`config.mk`:
```
export PLATFORM = sky130hd
export DESIGN_NAME = i2c_unstick_seq
export DESIGN_NICKNAME = d
export VERILOG_FILES = /design/src/rtl/i2c_unstick_seq.sv
export SDC_FILE = /design/constraint.sdc
export NUM_CORES = 1
export LEC_CHECK = 0
export ABC_CLOCK_PERIOD_IN_PS = 3650
export CAP_MARGIN = 20
export CELL_PAD_IN_SITES_DETAIL_PLACEMENT = 1
export CELL_PAD_IN_SITES_GLOBAL_PLACEMENT = 1
export CORE_MARGIN = 2
export CORE_UTILIZATION = 45
export CTS_BUF_LIST = sky130_fd_sc_hd__clkbuf_4 sky130_fd_sc_hd__clkbuf_8
export DETAILED_ROUTE_END_ITERATION = 6
export DONT_BUFFER_PORTS = 1
export PLACE_DENSITY = 0.75
export SETUP_SLACK_MARGIN = 0.05
export SYNTH_ARGS = -nofsm -noshare
export SYNTH_HDL_FRONTEND = slang
export SYNTH_SLANG_ARGS = --single-unit
```
`constraint.sdc`:
```
create_clock -name clk -period 3.65 [get_ports clk]
set_clock_uncertainty 0.15 [all_clocks]
set_input_delay 0.9125 -clock clk [delete_from_list [all_inputs] [get_ports clk]]
set_output_delay 0.9125 -clock clk [all_outputs]
set_load 0.1 [all_outputs]
```
`src/rtl/i2c_unstick_seq.sv`:
```
module i2c_unstick_seq #(
  parameter int UNIT_CYC   = 4,
  parameter int SETTLE_CYC = 10000,
  parameter int PULSES     = 10,
  parameter int RETRIES    = 3
) (
  input  logic clk,
  input  logic rst_n,
  input  logic start_i,
  input  logic sda_i,
  output logic busy_o,
  output logic done_o,
  output logic pass_o,
  output logic scl_oe_o,
  output logic sda_oe_o
);

  localparam int HOLD_CYC = 5 * UNIT_CYC;
  localparam int TMAX     = (SETTLE_CYC > HOLD_CYC) ? SETTLE_CYC : HOLD_CYC;
  localparam int TW       = $clog2(TMAX + 1);
  localparam int PW       = $clog2(PULSES + 1);
  localparam int AW       = $clog2(RETRIES + 2);

  typedef enum logic [3:0] {
    ST_IDLE, ST_SETTLE, ST_PHI, ST_PLO, ST_HOLD,
    ST_SDAH, ST_SDAL, ST_SCLL, ST_SCLH, ST_STOP, ST_SAMP
  } st_t;

  st_t           st, nxt;
  logic [TW-1:0] tmr;
  logic [PW-1:0] pcnt;
  logic [AW-1:0] att;
  logic [1:0]    sda_s;
  logic          done_q, pass_q;
  logic          last_att;

  function automatic logic [TW-1:0] dur(input st_t s);
    case (s)
      ST_SETTLE: dur = TW'(SETTLE_CYC - 1);
      ST_HOLD:   dur = TW'(HOLD_CYC - 1);
      ST_SAMP:   dur = TW'(1);
      ST_IDLE:   dur = '0;
      default:   dur = TW'(UNIT_CYC - 1);
    endcase
  endfunction

  assign last_att = (att == AW'(RETRIES));

  always_comb begin
    nxt = st;
    case (st)
      ST_SETTLE: nxt = ST_PHI;
      ST_PHI:    nxt = ST_PLO;
      ST_PLO:    nxt = (pcnt == PW'(PULSES - 1)) ? ST_HOLD : ST_PHI;
      ST_HOLD:   nxt = ST_SDAH;
      ST_SDAH:   nxt = ST_SDAL;
      ST_SDAL:   nxt = ST_SCLL;
      ST_SCLL:   nxt = ST_SCLH;
      ST_SCLH:   nxt = ST_STOP;
      ST_STOP:   nxt = ST_SAMP;
      ST_SAMP:   nxt = (sda_s[1] || last_att) ? ST_IDLE : ST_SETTLE;
      default:   nxt = ST_IDLE;
    endcase
  end

  always_ff @(posedge clk or negedge rst_n) begin
    if (!rst_n) begin
      st     <= ST_IDLE;
      tmr    <= '0;
      pcnt   <= '0;
      att    <= '0;
      sda_s  <= '0;
      done_q <= 1'b0;
      pass_q <= 1'b0;
    end else begin
      done_q <= 1'b0;
      sda_s  <= {sda_s[0], sda_i};
      if (st == ST_IDLE) begin
        if (start_i) begin
          st     <= ST_SETTLE;
          tmr    <= dur(ST_SETTLE);
          att    <= '0;
          pass_q <= 1'b0;
        end
      end else if (tmr != '0) begin
        tmr <= tmr - 1'b1;
      end else begin
        st  <= nxt;
        tmr <= dur(nxt);
        if (st == ST_SETTLE) pcnt <= '0;
        if (st == ST_PLO)    pcnt <= pcnt + 1'b1;
        if (st == ST_SAMP) begin
          if (nxt == ST_IDLE) begin
            done_q <= 1'b1;
            pass_q <= sda_s[1];
          end else begin
            att <= att + 1'b1;
          end
        end
      end
    end
  end

  assign busy_o   = (st != ST_IDLE);
  assign done_o   = done_q;
  assign pass_o   = pass_q;
  assign scl_oe_o = (st == ST_PLO) || (st == ST_SCLL);
  assign sda_oe_o = (st == ST_SDAL) || (st == ST_SCLL) || (st == ST_SCLH);

endmodule


```
# Word level (Yosys, flattened, before mapping)
# Index checks and enable logic that the tools add are counted.
[op_classes]
addsub = 3
bitwise = 2
eq_ne = 18
reduce_logical = 15
mux = 26
[op_table]
columns = ["op", "n"]
rows = [
  ["one-hot mux 14 bit (4 select lines)", 1],
  ["two-way mux 14 bit", 3],
  ["one-hot mux 4 bit (10 select lines)", 1],
  ["== test 4 x 3 -> 1 bit (second input constant)", 5],
  ["== test 4 bit (second input constant)", 5],
  ["two-way mux 4 bit", 5],
  ["two-way mux 3 bit", 6],
  ["nonzero test 14 bit", 1],
  ["subtractor 14 x 1 -> 14 bit (second input constant)", 1],
  ["two-way mux 1 bit", 10],
  ["== test 4 x 1 -> 1 bit (second input constant)", 2],
  ["== test 4 x 2 -> 1 bit (second input constant)", 2],
  ["logical NOT 4 bit", 2],
  ["AND reduction 4 bit", 2],
  ["inequality test 2 bit (second input constant)", 3],
  ["nonzero test 2 bit", 3],
  ["adder 4 x 1 -> 4 bit (second input constant)", 1],
  ["logical OR 1 bit", 4],
  ["nonzero test 4 bit", 1],
  ["adder 3 x 1 -> 3 bit (second input constant)", 1],
  ["== test 3 x 2 -> 1 bit (second input constant)", 1],
  ["AND reduction 3 bit", 1],
  ["inverter 1 bit", 2],
  ["AND reduction 2 bit", 1],
]
[totals]
out_inout_bits = 5
ff_bits = 29
elab_cells = 71

# Depth between registers and ports, before layout
[logic_depth]
ltp_word = 9
depth_mapped = 7
ltp_nobuf = 6

# Least setup slack after synthesis
# No wires, ideal clock.
[synth_timing]
path_type = "register -> output"
from = "reg st[1]"
to = "out sda_oe_o"
stages_incl_launch_ff = 4
arrival_time_ns = 2.892
slack_ns = -0.304
n_path_buf = 1
path_cell_list = "dfrtp_1 > clkbuf_1 > nand2_1 > o21ai_0"
[synth_via]
elab_chain_cells = 3
[synth_lines]
columns = ["item", "line_no", "rtl"]
rows = [
  ["from (decl)", "29", "st_t st, nxt;"],
  ["from (signal assigned)", "88", "st <= nxt;"],
  ["== test 4 x 3 -> 1 bit", "108", "assign sda_oe_o = (st == ST_SDAL) || (st == ST_SCLL) || (st == ST_SCLH);"],
  ["logical OR 1 bit", "108", ""],
  ["logical OR 1 bit *", "108", ""],
  ["to (decl)", "15", "output logic sda_oe_o"],
]
# Mark *: on every way between the ends. The rest lies on a longest branch, timed or not.

# Worst setup path in the final report
# Ends and elaborated chain as after synthesis.

==> flow_metrics.env <==
export IMPL_status="completed"
export IMPL_synthToLayoutAreaGrowth_pct=10.9
export IMPL_max_freq_ghz=0.349
export IMPL_clk_latency_ns=0.28
export IMPL_num_antenna_cells=0
export IMPL_clk_pin_slew_worst_paths_ns=0.07
export IMPL_place_congestion=0.792
export IMPL_p_per_area_mw_per_mm2=351
export IMPL_drv_slew=0
export IMPL_track_usage_pct=23.6
export IMPL_fin_crit_ns=2.87
export IMPL_cts_resized=0
export IMPL_async_flop_share_pct=100
export IMPL_p_switching_w=0.000125
export IMPL_place_inst=230
export IMPL_die_y_um=66.2
export IMPL_fin_nets=198
export IMPL_start_util_pct=47.3
export IMPL_cts_max_level=2
export IMPL_synth_flop_cell="dfrtp_1"
export IMPL_clk_path_buf_depth=2
export IMPL_syn_cell_area_mm2=0.00174
export IMPL_worstPathCellList="or4_1 > o21ai_2 > buf_4"
export IMPL_synth_avg_cell_area_um2=9.37
export IMPL_die_w_um=66.2
export IMPL_synth_edff_count=0
export IMPL_viasPerCell=6.42
export IMPL_vias=1527
export IMPL_cts_sinks=29
export IMPL_overflow=0
export IMPL_cap_viol_max_count=0
export IMPL_cp_arrival_ns=1.81
export IMPL_drt_total_wl_um=4430
export IMPL_grt_pass1_wl_um=7710
export IMPL_hold_path_class="input port to async pin"
export IMPL_rsz0062_at_grt="false"
export IMPL_worst_pin_slew_ns=0.923
export IMPL_fillCellCount=430
export IMPL_startpoint_type="flip-flop"
export IMPL_die_area_mm2=0.00439
export IMPL_layout_drive_gt1_share_pct=15.3
export IMPL_holdBufCountCts=0
export IMPL_drt_iter0_markers=133
export IMPL_routedWlPerCell_um=18.6
export IMPL_ir_worst_vdd_v=0.000280
export IMPL_hold_viol_final=0
export IMPL_final_setup_tns_ns=0
export IMPL_path_delay_family="simple AND/OR/NAND/NOR gates"
export IMPL_numCtsBuffers=5
export IMPL_stdcell_count=238
export IMPL_ys_warn_count=0
export IMPL_required_ns=2.59
export IMPL_critPathMaxStageDelay_ns=0.59
export IMPL_grt_pass1_vias=1579
export IMPL_whs_ns=0.165
export IMPL_final_common_cell="dfrtp_1"
export IMPL_dp_hpwl_um=3150
export IMPL_power_frac_seq_pct=47.7
export IMPL_rows=22
export IMPL_synth_cells=186
export IMPL_drtPass1Iterations=4
export IMPL_post_cts_buffers=0
export IMPL_setup_worst_path_class="flip-flop to output port"
export IMPL_crit_path_end_kind="output port"
export IMPL_fin_crit_sh_pct=78.6
export IMPL_grt_max_degree=30
export IMPL_cts_root_buf="clkbuf_8"
export IMPL_syn_nets=195
export IMPL_cts_tree="built"
export IMPL_port_buffers=0
export IMPL_maxSlewHeadroom_pct=38.4
export IMPL_swShare_pct=18.5
export IMPL_critPathSlowestCell="or4_1"
export IMPL_p_clk_share_pct=52.1
export IMPL_ios=9
export IMPL_ant_nets=0
export IMPL_p_int_w=0.000553
export IMPL_yosys_register_bits=29
export IMPL_leakagePower_nw=0.720
export IMPL_critPathBufInv=1
export IMPL_setup_violations=0
export IMPL_coreArea_mm2=0.00369
export IMPL_comb_power_share_pct=0.2
export IMPL_route_detailed_drc=0
export IMPL_antenna_found_initial=0
export IMPL_synth_distinct_cells=47
export IMPL_worstPathMaxFanout=17
export IMPL_layout_common_cells="dfrtp_1 (29), o21ai_0 (16), inv_1 (10), nor2_1 (10), nand2_1 (9)"
export IMPL_yosysSeqAreaShare_pct=41.6
Yosys cell counts, drive strengths merged, types with 3 or more instances:
| cell | count | area [µm²] |
|---|---|---|
| a211oi | 5 | 37.5 |
| or4b | 3 | 30.0 |
| nor4 | 7 | 50.1 |
| dfrtp | 29 | 726 |
| nor3 | 8 | 45.0 |
| nor4b | 3 | 26.3 |
| nand3 | 5 | 25.0 |
| inv | 10 | 37.5 |
| nand2 | 9 | 33.8 |
| a21oi | 5 | 25.0 |
| or4 | 6 | 56.3 |
| o21ai | 17 | 85.1 |
| o22ai | 3 | 18.8 |
| or2 | 3 | 18.8 |
| ha | 5 | 62.6 |
| or3 | 4 | 25.0 |
| o211ai | 6 | 45.0 |
| nor2 | 10 | 37.5 |
| nand2b | 4 | 25.0 |
| mux2i | 5 | 50.1 |
| clkbuf | 9 | 33.8 |
| a31oi | 4 | 25.0 |
metal layers:
metal	global-route usage (%)	routed length, µm	vias to the layer above
met2	37.9	2200	14
met4	10.2	93	0
li1	-	-	722
met1	29.7	2030	785
met3	6.30	106	6
met5	0	0	-
registers in the layout, summed over array words and instances (netlist names):
name and count:
tmr 14, pcnt 4, st 4, att 3
sda_s 2, done_o 1, pass_o 1
power groups by stage:
stage | registers, W | logic [W] | clock network, W
after floorplan | 0.000329 | 0.00000118 | 0
after global placement | 0.000329 | 0.00000153 | 0
after detailed placement | 0.000329 | 0.00000149 | 0
after CTS | 0.000323 | 0.00000150 | 0.000363
after global routing | 0.000323 | 0.00000160 | 0.000373
final | 0.000323 | 0.00000146 | 0.000354
worst paths after layout:
check / startpoint / endpoint / slack, ns / cells after the start
worst max-delay path: st[1] / sda_oe_o / 0.78 / 3
min in group clk: sda_s[0] / sda_s[1] / 0.20 / 0
worst max register to register: st[1] / tmr[13] / 0.89 / 6
max in group asynchronous: rst_n / st[1] / 3.09 / 0
worst min-delay path: rst_n / tmr[5] / 0.17 / 0
worst min register to register: sda_s[0] / sda_s[1] / 0.20 / 0
area by class of cell:
type / count / area, µm² / area share (%)
inverter: 10 / 37.5 / 1.94
clock buffer: 7 / 90.1 / 4.66
clock inverter: 1 / 30.0 / 1.55
sequential: 29 / 726 / 37.5
multi-input combinational: 136 / 937 / 48.5
timing repair buffer: 7 / 52.6 / 2.72
tap: 48 / 60.1 / 3.11
through the flow:
step	power (W)	worst slack (ns)	instance area, µm²	util [%]
2_1_floorplan	0.000330	0.446	1740	-
3_3_place_gp	0.000331	0.970	1810	49.2
3_5_place_dp	0.000331	0.894	1810	49.2
4_1_cts	0.000688	0.776	1930	52.4
5_1_grt	0.000698	0.660	1930	52.4
6_report	0.000678	0.782	1930	52.4
kinds of logic (layout without fill, tap and decap cells):
group	Yosys count	in the layout	share of synthesized area (%)
AO/OA/AOI/OAI	54	54	20.6
adder cells (fa/ha/maj)	5	5	3.59
buffers and inverters	21	25	5.17
flip-flops	29	29	41.6
multiplexers	5	5	2.87
AND/OR/NAND/NOR	72	72	26.1
No activity file was read; power rests on OpenSTA's default activity.
